$ cat config.mk
export PLATFORM = sky130hd
export DESIGN_NAME = irq_wake_monitor
export DESIGN_NICKNAME = d
export VERILOG_FILES = /design/src/rtl/pwrmon_pkg.sv /design/src/rtl/pwrmon_sync.sv /design/src/rtl/pwrmon_regs.sv /design/src/rtl/pwrmon_fastoff.sv /design/src/rtl/pwrmon_smi_gate.sv /design/src/rtl/irq_wake_monitor.sv
export SDC_FILE = /design/constraint.sdc
export NUM_CORES = 1
export LEC_CHECK = 0
export ABC_AREA = 1
export BUFFER_PORTS_ARGS = -buffer_cell sky130_fd_sc_hd__buf_2
export CORE_MARGIN = 2
export CORE_UTILIZATION = 55
export DETAILED_ROUTE_END_ITERATION = 10
export PLACE_DENSITY = 0.74
export SYNTH_ARGS = -nofsm -noshare
export SYNTH_HDL_FRONTEND = slang
export SYNTH_SLANG_ARGS = --single-unit
$ cat constraint.sdc
create_clock -name clk -period 4.3 [get_ports clk]
set_input_delay 0.86 -clock clk [delete_from_list [all_inputs] [get_ports clk]]
set_output_delay 0.86 -clock clk [all_outputs]
set_load 0.02 [all_outputs]
$ cat src/rtl/pwrmon_pkg.sv
package pwrmon_pkg;

    localparam int REG_W  = 16;
    localparam int ADDR_W = 2;

    typedef enum logic [ADDR_W-1:0] {
        REG_WAKE_EN = 2'd0,
        REG_INIT    = 2'd1,
        REG_SMI_EN  = 2'd2,
        REG_GATE    = 2'd3
    } reg_sel_e;

    typedef enum logic {
        TMR_RUN  = 1'b0,
        TMR_STOP = 1'b1
    } tmr_state_e;

    typedef enum logic [1:0] {
        GATE_OPEN = 2'd0,
        GATE_FIRE = 2'd1,
        GATE_HELD = 2'd2
    } gate_state_e;

endpackage

$ cat src/rtl/pwrmon_sync.sv
module pwrmon_sync #(
    parameter int W      = 16,
    parameter int STAGES = 2
) (
    input  logic         clk,
    input  logic         rst_n,
    input  logic [W-1:0] d,
    output logic [W-1:0] q
);

    logic [STAGES-1:0][W-1:0] chain_q;

    always_ff @(posedge clk) begin
        if (!rst_n) begin
            chain_q <= '0;
        end else begin
            chain_q[0] <= d;
            for (int s = 1; s < STAGES; s++) begin
                chain_q[s] <= chain_q[s-1];
            end
        end
    end

    assign q = chain_q[STAGES-1];

endmodule

$ cat src/rtl/pwrmon_regs.sv
module pwrmon_regs
    import pwrmon_pkg::*;
#(
    parameter int               CNT_W       = 16,
    parameter logic [CNT_W-1:0] RESET_COUNT = '1
) (
    input  logic              clk,
    input  logic              rst_n,
    input  logic              wr_en,
    input  logic [ADDR_W-1:0] wr_addr,
    input  logic [REG_W-1:0]  wr_data,
    output logic [REG_W-1:0]  wake_en,
    output logic [REG_W-1:0]  smi_en,
    output logic              init_load,
    output logic [CNT_W-1:0]  load_val,
    output logic              gate_clr
);

    logic [CNT_W-1:0] init_q;
    reg_sel_e         sel;

    assign sel = reg_sel_e'(wr_addr);

    always_ff @(posedge clk) begin
        if (!rst_n) begin
            wake_en <= '0;
            smi_en  <= '0;
            init_q  <= RESET_COUNT;
        end else if (wr_en) begin
            unique case (sel)
                REG_WAKE_EN: wake_en <= wr_data;
                REG_INIT:    init_q  <= wr_data[CNT_W-1:0];
                REG_SMI_EN:  smi_en  <= wr_data;
                REG_GATE:    ;
            endcase
        end
    end

    assign init_load = wr_en && (sel == REG_INIT);
    assign load_val  = init_load ? wr_data[CNT_W-1:0] : init_q;
    assign gate_clr  = wr_en && (sel == REG_GATE) && !wr_data[0];

endmodule

$ cat src/rtl/pwrmon_fastoff.sv
module pwrmon_fastoff
    import pwrmon_pkg::*;
#(
    parameter int               CNT_W       = 16,
    parameter logic [CNT_W-1:0] RESET_COUNT = '1
) (
    input  logic             clk,
    input  logic             rst_n,
    input  logic             tick_en,
    input  logic             wake,
    input  logic             load,
    input  logic [CNT_W-1:0] load_val,
    output logic             stop_n
);

    localparam logic [CNT_W-1:0] LAST = CNT_W'(1);

    tmr_state_e       st_q, st_d;
    logic [CNT_W-1:0] cnt_q, cnt_d;

    always_comb begin
        st_d  = st_q;
        cnt_d = cnt_q;
        if (wake || load) begin
            st_d  = TMR_RUN;
            cnt_d = load_val;
        end else begin
            unique case (st_q)
                TMR_RUN: begin
                    if (tick_en) begin
                        if (cnt_q <= LAST) begin
                            cnt_d = '0;
                            st_d  = TMR_STOP;
                        end else begin
                            cnt_d = cnt_q - LAST;
                        end
                    end
                end
                TMR_STOP: ;
            endcase
        end
    end

    always_ff @(posedge clk) begin
        if (!rst_n) begin
            st_q  <= TMR_RUN;
            cnt_q <= RESET_COUNT;
        end else begin
            st_q  <= st_d;
            cnt_q <= cnt_d;
        end
    end

    always_comb begin
        stop_n = (st_q != TMR_STOP);
    end

endmodule

$ cat src/rtl/pwrmon_smi_gate.sv
module pwrmon_smi_gate
    import pwrmon_pkg::*;
(
    input  logic clk,
    input  logic rst_n,
    input  logic trig,
    input  logic gate_clr,
    output logic smi_n
);

    gate_state_e st_q, st_d;
    logic        pend_q, pend_d;

    always_comb begin
        st_d   = st_q;
        pend_d = pend_q;
        unique case (st_q)
            GATE_OPEN: begin
                if (trig || pend_q) begin
                    st_d   = GATE_FIRE;
                    pend_d = 1'b0;
                end
            end
            GATE_FIRE: begin
                st_d = GATE_HELD;
            end
            GATE_HELD: begin
                if (trig) pend_d = 1'b1;
                if (gate_clr) st_d = GATE_OPEN;
            end
            default: begin
                st_d   = GATE_OPEN;
                pend_d = 1'b0;
            end
        endcase
    end

    always_ff @(posedge clk) begin
        if (!rst_n) begin
            st_q   <= GATE_OPEN;
            pend_q <= 1'b0;
        end else begin
            st_q   <= st_d;
            pend_q <= pend_d;
        end
    end

    always_comb begin
        smi_n = (st_q != GATE_FIRE);
    end

endmodule

$ cat src/rtl/irq_wake_monitor.sv
module irq_wake_monitor
    import pwrmon_pkg::*;
#(
    parameter int               CNT_W       = 16,
    parameter int               SYNC_STAGES = 2,
    parameter logic [CNT_W-1:0] RESET_COUNT = '1,
    parameter logic [REG_W-1:0] MON_MASK    = 16'h83FA
) (
    input  logic              clk,
    input  logic              rst_n,
    input  logic              tick_en,
    input  logic [REG_W-1:0]  irq_in,
    input  logic              wr_en,
    input  logic [ADDR_W-1:0] wr_addr,
    input  logic [REG_W-1:0]  wr_data,
    output logic              stpclk_n,
    output logic              smi_n
);

    logic [REG_W-1:0] irq_s;
    logic [REG_W-1:0] wake_en;
    logic [REG_W-1:0] smi_en;
    logic             init_load;
    logic [CNT_W-1:0] load_val;
    logic             gate_clr;
    logic             wake_hit;
    logic             smi_hit;

    pwrmon_sync #(
        .W      (REG_W),
        .STAGES (SYNC_STAGES)
    ) u_sync (
        .clk   (clk),
        .rst_n (rst_n),
        .d     (irq_in),
        .q     (irq_s)
    );

    pwrmon_regs #(
        .CNT_W       (CNT_W),
        .RESET_COUNT (RESET_COUNT)
    ) u_regs (
        .clk       (clk),
        .rst_n     (rst_n),
        .wr_en     (wr_en),
        .wr_addr   (wr_addr),
        .wr_data   (wr_data),
        .wake_en   (wake_en),
        .smi_en    (smi_en),
        .init_load (init_load),
        .load_val  (load_val),
        .gate_clr  (gate_clr)
    );

    assign wake_hit = |(irq_s & wake_en & MON_MASK);
    assign smi_hit  = |(irq_s & smi_en & MON_MASK);

    pwrmon_fastoff #(
        .CNT_W       (CNT_W),
        .RESET_COUNT (RESET_COUNT)
    ) u_timer (
        .clk      (clk),
        .rst_n    (rst_n),
        .tick_en  (tick_en),
        .wake     (wake_hit),
        .load     (init_load),
        .load_val (load_val),
        .stop_n   (stpclk_n)
    );

    pwrmon_smi_gate u_gate (
        .clk      (clk),
        .rst_n    (rst_n),
        .trig     (smi_hit),
        .gate_clr (gate_clr),
        .smi_n    (smi_n)
    );

endmodule

==> metrics, run 1 <==
post-synthesis cell count around 430; r2r worst-path depth 11; CP peak stage delay about 730 ps; R2R Path End u_timer.cnt_q[15]; max-slew violations 0; worst vdd ir 0.264 mV; RSZ-0062 raised after global routing no; CTS Buf Count 9; Reg power frac 51.8%; flop-to-flop setup slack between 2000 and 3000 ps; post-synth top area share about 46%; synthesized area per cell 7.34 um^2; skew final 5.45 ps; commonest non-fill, non-tap cell in the layout nand2_1; Hold Path Cell Cnt 2; nature of the critical path endpoint flop; Final #Nets between 400 and 500; die height 79.7 um; RR Startpoint u_timer.cnt_q[0]; row cnt 27; Hold Buf Count CTS 0; Root Buffer clkbuf_8; Hold Crit Class reg -> reg; DR DRC count 0; Leak between 1.5 and 2 nW; Die W between 70 and 80 um; crit path cell chain buf_2, inv_1, nand2_1, nor2_1, o21ai_0, a21oi_1; Clock power frac a little under two fifths; sink of the worst hold path u_sync.q[9]; Top Metal Used met4; Final Wtd Congestion 0.835; routed vias approximately 2700; Clock Latency Late Sink 340 ps; Period minus WS final around 1900 ps; HP Start u_sync.chain_q[9]; DRT Pass-1 Iters 4; PortBufs 32; Crit path required time around 4600 ps; FF+latch count, synth a little over 70; met2 wire len 2700 um; Int Power between 1 and 1.5 mW; Finished Core Util between 60 and 70%; first-pass GRT wire length roughly 11000 um; Overflow after GRT 0; initial antenna violation count 0; H-tree levels 3; CP max stage cell nor2_1; final worst path period share 44.6%; overall routed net length ~6000 um; Final setup viols 0; Final HPWL DP between 4000 and 5000 um; Switch Pwr around 0.37 mW; met3 WL approximately 230 um; I/O pin count 40; peak fanout along the critical path 18; layout cells sized above 1 around 17%; Tightest Pin Transition 976 ps; GRT Total Usage between 20% and 30%; switching fraction of total power 25.6%; largest net degree at the start of global routing 46; CP Launch Type primary input; CTS max path bufs 2; Reg clk slew, reported paths 70 ps; Post-CTS Setup Inserts 0; most frequent cells in the layout nand2_1 (128), dfxtp_1 (72), inv_1 (49), buf_2 (32); Final ANT Viol Nets 0; clock sinks slightly above 70; Max Cap Violations 0; fill cell count 507; Core Box Area 0.00551 mm^2; Setup CP Type in -> reg; Initial Utilization between 50% and 60%; CTS resizes 0; layout overhead on the synthesized area 11.6%; post-synthesis sequential area ratio between 40 and 50%; post-synth design cell area roughly 0.0032 mm^2; final hold vios 0; wl on met1 just under 3000 um; Arr. time, crit path ~2200 ps; number of global-route vias before repair between 2000 and 3000; initial drt markers 143; CTS tree done; Die ar. about 0.0063 mm^2; Diodes inserted 0; Comb pwr share about 11%; leading area contributor after synthesis dfxtp_1; Synth Warn # 0; Distinct cells, synth 31; Avg Vias per Cell between 4 and 5; status complete, no violations; Area contributors post-synth dfxtp_1 (46%), nand2_1 (15%), inv_1 (5.8%), a21oi_1 (4.6%), o21ai_0 (4.1%); drt wl/cell between 10 and 15 um; Syn Nets between 400 and 500; max_slew headroom about a third; Power Density around 400 mW/mm^2; Setup TNS Final 0 ps; Fmax 522 MHz
-- critical path, delay by kind of cell --
family | cells | cell delay (ps)
AND/OR/NAND/NOR | 2 | 780
buffers and inverters | 2 | 170
AO/OA/AOI/OAI | 2 | 370
-- sequential cells by signal (all words and copies together), names as in the netlist --
| register | flops |
|---|---|
| u_sync.chain_q | 9 |
| u_gate.pend_q | 1 |
| u_regs.smi_en | 9 |
| u_regs.init_q | 16 |
| u_gate.st_q | 2 |
| u_timer.cnt_q | 16 |
| u_regs.wake_en | 9 |
| u_timer.st_q | 1 |
| u_sync.q | 9 |
-- cell families (layout without fill, tap and decap cells) --
kind of cell               count (synthesis)  after routing  synth area share (%)
AOI/OAI and AO/OA                         67             67                  11.5
and+or+nand+nor                          216            216                  31.1
DFF                                       72             72                  45.8
buffers and inverters                     65             98                  8.90
xor gates and xnor gates                   7              7                  1.95
adders and majority gates                  2              2                 0.794
-- power groups by stage --
stage          sequential [mW]  combinational, mW  clock (mW)
2_1_floorplan            0.749              0.128           0
3_3_place_gp             0.755              0.157           0
3_5_place_dp             0.756              0.162           0
4_1_cts                  0.742              0.163       0.539
5_1_grt                  0.749              0.189       0.571
6_report                 0.743              0.162       0.529
-- worst max path at each step --
stage / startpoint / slack (ps) / to
5_1_grt: wr_addr[0] / 2270 / u_regs.wake_en[4]
4_1_cts: u_gate.st_q[0] / 2380 / smi_n
2_1_floorplan: wr_en / 2550 / u_timer.cnt_q[5]
6_report: wr_addr[0] / 2380 / u_regs.wake_en[4]
3_5_place_dp: wr_addr[0] / 2120 / u_regs.wake_en[9]
3_3_place_gp: wr_en / 2140 / u_timer.cnt_q[15]
-- stage by stage --
| stage | std cells | total power [mW] | cell area, um^2 | hold WS [ps] | setup slack (ps) |
|---|---|---|---|---|---|
| floorplan | 429 | 0.878 | 3150 | 390 | 2550 |
| global placement | 520 | 0.912 | 3320 | 392 | 2140 |
| detailed placement | 520 | 0.918 | 3320 | 402 | 2120 |
| CTS | 534 | 1.44 | 3520 | 419 | 2380 |
| global route | 534 | 1.51 | 3520 | 432 | 2270 |
| finish | 534 | 1.43 | 3520 | 415 | 2380 |
-- synth_stat cells (all sizes together) --
cell type  count
and2           1
a211oi         2
xnor2          2
a21oi         29
ha             2
nor2          34
nand2        134
inv           51
o21ai         35
o21bai         1
or2           10
nand3b         4
xor2           5
dfxtp         72
buf           11
nand4          1
nand3         32
clkbuf         3
-- per-layer routing --
layer | up-vias | GRT usage, %
li1 | 1401 | -
met1 | 1184 | 26.1
met2 | 56 | 36.2
met3 | 18 | 5.66
met4 | 0 | 10.0
met5 | - | 0
-- area by class of cell --
| class | count | area [um^2] | share of cell area [%] |
|---|---|---|---|
| Sequential cell | 72 | 1440 | 41.0 |
| Inverter | 51 | 194 | 5.52 |
| Timing Repair Buffer | 33 | 168 | 4.77 |
| Clock inverter | 3 | 42.5 | 1.21 |
| Tap cell | 72 | 90.1 | 2.56 |
| Multi-Input combinational cell | 292 | 1430 | 40.6 |
| Clock buffer | 11 | 151 | 4.31 |
No activity file was read; power rests on OpenSTA's default activity.
==> inputs of run 2 (changes only) <==
ABC_AREA = 0   (was 1)
CORE_UTILIZATION = 51   (was 55)
PLACE_DENSITY = 0.73   (was 0.74)
clock period = 1.6 ns   (was 4.3 ns; I/O delays follow)
==> metrics, run 2 <==
max-slew violations 0; layout cells sized above 1 roughly 40%; Diodes inserted 0; CTS tree done; Clock power frac between 30% and 40%; Clock Latency Late Sink approximately 350 ps; DR DRC count 0; failing checks setup timing; Final HPWL DP roughly 4800 um; Final WS setup -654 ps; Top FF cell, synth dfxtp_1; row cnt 27; peak fanout along the critical path 2; Arr. time, crit path ~2500 ps; die height roughly 80 um; Hold Crit Class in -> reg; Root Buffer clkbuf_8; nature of the critical path endpoint flop; post-synth top area share 49.4%; Largest regs u_regs.init_q (16), u_timer.cnt_q (16); Final ANT Viol Nets 0; CTS Buf Count 9; Die W about 80 um; Tightest Pin Transition approximately 460 ps; Comb pwr share 15.6%; Syn Nets roughly 330; Place WS -524 ps; XOR/XNOR share of the synthesized area less than 1%; Post-synth EDFFs 0; Core Box Area about 0.0055 mm^2; Final setup viols 17; Area contributors post-synth dfxtp_1 (49%), mux2i_1 (12%), and2_1 (4.3%), nor2b_1 (4.1%), nand2_1 (2.7%); final hold vios 0; fill cell count between 300 and 400; FF+latch count, synth 72; Overflow after GRT 0; Final Wtd Congestion ~0.83; RSZ-0062 raised after global routing yes; routed vias roughly 2600; Power Total roughly 3.8 mW; Initial Utilization between 50% and 60%; wl on met1 about 3300 um; Switch Pwr ~1.1 mW; commonest non-fill, non-tap cell in the layout dfxtp_1; commonest cells in the netlist dfxtp_1 (72), mux2i_1 (34), nand2_1 (21); Reg clk slew, reported paths about 80 ps; initial antenna violation count 0; Reg power frac about half; status finished with violations; final worst path period share 141%; met2 wire len 3660 um; Max Cap Violations 0; synthesized area per cell 9.98 um^2; post-synthesis simple-gate area fraction approximately 22%; Synth Area in Adders less than 1%; met3 WL 467 um; I/O pin count 40; Power Density about 950 mW/mm^2; largest net degree at the start of global routing 24; Layout Cells excl Fill 462; Hold Buf Count CTS 0; Period minus WS final roughly 2300 ps; leading area contributor after synthesis dfxtp_1; compound-gate portion of the synthesized area a little over an eighth; initial drt markers approximately 150; Final #Nets ~430; skew final around 13 ps; Fmax roughly 440 MHz; CP Launch Type flop; post-synthesis cell count between 200 and 300; post-synthesis sequential area ratio between 40% and 50%; Setup CP Type reg -> reg; largest family of logic cells by synthesized area simple AND/OR/NAND/NOR gates; PortBufs 32; Die ar. between 0.006 and 0.007 mm^2; switching fraction of total power between 20% and 30%; Crit path required time 1830 ps; post-synth design cell area slightly below 0.003 mm^2; Int Power roughly 2.8 mW; DRT Pass-1 Iters 5; ys async rst share 0%; worst vdd ir between 0.6 and 0.7 mV; first-pass GRT wire length approximately 11000 um; max_slew headroom slightly below 70%; clock sinks around 70; Leak roughly 1.8 nW; Finished Core Util about three quarters; Top Metal Used met4; top-count cell post-synth dfxtp_1; Avg Vias per Cell 5.64; drt wl/cell 16.6 um; number of global-route vias before repair about 2400; Distinct cells, synth between 40 and 50; H-tree levels 3; CTS max path bufs 2; overall routed net length 7680 um; hold slack between 150 and 200 ps; layout overhead on the synthesized area 39.2%; placed insts 436; most frequent cells in the layout dfxtp_1 (67), buf_4 (51), mux2i_1 (34), buf_2 (32), nand2_1 (21); Synth Warn # 0; mux share of post-synthesis cell area around an eighth; GRT Total Usage 23.1%
## run 2: changes by cell type in the layout (fill, tap and decap cells not counted), sizes merged, moves of 26 or more
cell,change
mux2i,+34
nand2,-113
nand3,-26
o21ai,-26
inv,-47
nor2,-27
buf,+65
## run 2: per-layer routing
layer,GRT usage [%],vias to the layer above
met4,7.59,0
li1,-,1246
met5,0,-
met1,29.3,1235
met2,36.8,100
met3,7.92,24
## run 2: final timing paths
path                            slack [ps]  cells after the start                 to              start
worst min register to register         440                      1        u_sync.q[7]  u_sync.chain_q[7]
worst max-delay path                  -650                      5  u_timer.cnt_q[13]   u_timer.cnt_q[8]
worst min-delay path                   170                      2  u_sync.chain_q[1]          irq_in[1]
worst max register to register        -650                      5  u_timer.cnt_q[13]   u_timer.cnt_q[8]
## run 2: timing repair
action | in CTS | in global routing
pin swaps | 16 | 22
setup buffers | 6 | 5
gates cloned | 1 | 0
endpoints found under the setup margin | 17 | 17
gates resized for setup | 29 | 36
## run 2: power by group through the flow
stage | registers [mW] | logic [mW] | clock network, mW
after global placement | 1.98 | 0.471 | 0
after detailed placement | 1.99 | 0.482 | 0
final | 1.96 | 0.601 | 1.28
after global routing | 1.97 | 0.646 | 1.37
after floorplan | 1.99 | 0.246 | 0
after CTS | 1.95 | 0.519 | 1.28
## run 2: final cells by class
class / instances / area, um^2 / area share (%)
clock buffers: 9 / 124 / 3.05
clock inverters: 6 / 45.0 / 1.11
inverters: 3 / 11.3 / 0.278
multi-input cells: 202 / 1630 / 40.1
flip-flops and latches: 72 / 1450 / 35.7
well taps: 72 / 90.1 / 2.22
repair buffers: 98 / 712 / 17.5
## run 2: cell families (layout without fill, tap and decap cells)
logic type	after synthesis	count (layout)
adder cells (fa/ha/maj)	2	2
flip-flops	72	72
XOR/XNOR	2	2
AND/OR/NAND/NOR	111	111
AO/OA/AOI/OAI	53	53
buffers and inverters	18	116
multiplexers	34	34
## run 2: metrics by stage
step | setup TNS, ps | area [um^2]
floorplan | -5660 | 2920
global placement | -5930 | 3520
detailed placement | -6600 | 3520
CTS | -6670 | 3860
global route | -7930 | 4060
finish | -7030 | 4060
## run 2: critical path: stages (launching register included)
cell and delay, ps:
dfxtp_2 340, or4_4 540, or3_4 350, or4_4 500
a32oi_2 280, o31ai_2 120
==> inputs of run 3 (changes only) <==
ABC_AREA = 1   (was 0)
PLACE_DENSITY = 0.72   (was 0.73)
==> metrics, run 3 (synthesized netlist as in run 1, its figures left out) <==
Diodes inserted 0; Initial Utilization between 50 and 60%; I/O pin count 40; CTS resizes 0; CTS Buf Count 9; number of global-route vias before repair approximately 2400; Setup TNS Final 0 ps; initial antenna violation count 0; Crit path required time between 1500 and 2000 ps; final worst path period share between 90% and 100%; DR DRC count 0; Root Buffer clkbuf_8; Reg clk slew, reported paths ~80 ps; final hold vios 0; clock sinks 72; max_slew headroom 65.7%; RSZ-0062 raised after global routing no; Hold Buf Count CTS 0; skew final about 12 ps; nature of the critical path endpoint flop; peak fanout along the critical path 18; CTS max path bufs 2; row cnt 28; H-tree levels 3; Overflow after GRT 0; Tightest Pin Transition a little over 500 ps; most frequent cells in the layout nand2_1 (128), dfxtp_1 (72), inv_1 (47), buf_2 (32), a21oi_1 (29); PortBufs 32; Final HPWL DP 4330 um; Final #Nets between 500 and 600; drt wl/cell approximately 11 um; flop-to-flop setup slack roughly 130 ps; layout cells sized above 1 a little under a fifth; Post-CTS Setup Inserts 0; Final Wtd Congestion 0.852; largest net degree at the start of global routing 46; Hold Crit Class in -> reg; r2r worst-path depth 6; DRT Pass-1 Iters 5; initial drt markers around 140; max-slew violations 0; Largest regs u_regs.init_q (16), u_timer.cnt_q (16); Clock Latency Late Sink 350 ps; overall routed net length between 6000 and 7000 um; Die ar. approximately 0.0068 mm^2; CP Launch Type flop; Period minus WS final approximately 1500 ps; Max Cap Violations 0; HP Start irq_in[6]; Final setup viols 0; Finished Core Util approximately 61%; die height about 83 um; Hold Path Cell Cnt 3; Arr. time, crit path between 1500 and 2000 ps; Setup CP Type reg -> reg; first-pass GRT wire length around 10000 um; Final ANT Viol Nets 0; Leak about 1.8 nW; Power Density ~1100 mW/mm^2; RR Startpoint u_sync.q[6]; commonest non-fill, non-tap cell in the layout nand2_1; GRT Total Usage 19.8%; Fmax 680 MHz; layout overhead on the synthesized area 15.8%; worst vdd ir around 0.67 mV; status complete, no violations; R2R Path End u_timer.cnt_q[2]; sink of the worst hold path u_sync.chain_q[6]; routed vias 2636; Core Box Area 0.00596 mm^2; Avg Vias per Cell approximately 4.8; Die W 82.6 um; CTS tree done
-- run 3: cell types whose count changed in the layout (fill, tap and decap cells not counted), moves of 19 or more --
cell / previous run / this run
a21oi_1: 8 / 29
and2_1: 20 / 1
buf_4: 51 / 4
inv_1: 3 / 47
mux2i_1: 34 / 0
nand2_1: 21 / 128
nand3_1: 4 / 25
nor2_1: 4 / 27
nor2b_1: 19 / 0
o21ai_0: 1 / 26
-- run 3: area by class of cell --
cell class	count	area, um^2
clock buffers	10	128
clock inverters	6	115
fillers	558	2310
inverters	51	194
multi-input cells	292	1450
flip-flops and latches	72	1440
well taps	75	93.8
repair buffers	38	230
-- run 3: metrics by stage --
stage	total power, mW	hold slack (ps)	std cells	worst slack (ps)	cell area, um^2
global placement	2.47	393	528	103	3390
finish	4.19	143	544	130	3650
global route	4.39	141	544	1.61	3650
CTS	4.22	135	544	64.5	3630
detailed placement	2.49	398	528	67.9	3390
floorplan	2.36	390	429	236	3150
-- run 3: worst max-delay path by stage --
stage / startpoint / to / slack (ps) / cells past startpoint
floorplan: u_timer.cnt_q[0] / u_timer.cnt_q[8] / 240 / 12
global placement: u_timer.cnt_q[0] / u_timer.cnt_q[8] / 100 / 12
detailed placement: wr_en / u_timer.cnt_q[15] / 70 / 10
CTS: u_timer.cnt_q[0] / u_timer.cnt_q[8] / 60 / 12
global route: u_sync.q[4] / u_timer.cnt_q[13] / 2 / 8
finish: u_sync.q[6] / u_timer.cnt_q[2] / 130 / 6
-- run 3: layer usage --
metal	track usage (%)	wire length (um)	vias up
met5	0	0	-
met3	5.33	306	12
li1	-	-	1424
met1	22.7	2800	1143
met2	34.4	2880	57
met4	8.52	123	0
-- run 3: report_power, final --
group	switching (mW)	internal [mW]	total, mW
Combinational	0.273	0.190	0.463
Clock	0.682	1.04	1.73
Sequential	0.0850	1.91	2.00
Total	1.04	3.15	4.19
-- run 3: worst max-delay path: stages (launching register included) --
cell	delay, ps
dfxtp_1	320
nand2_1	80
nand2_1	50
nor2_1	210
nand3_4	250
o21ai_0	330
nand3_1	110
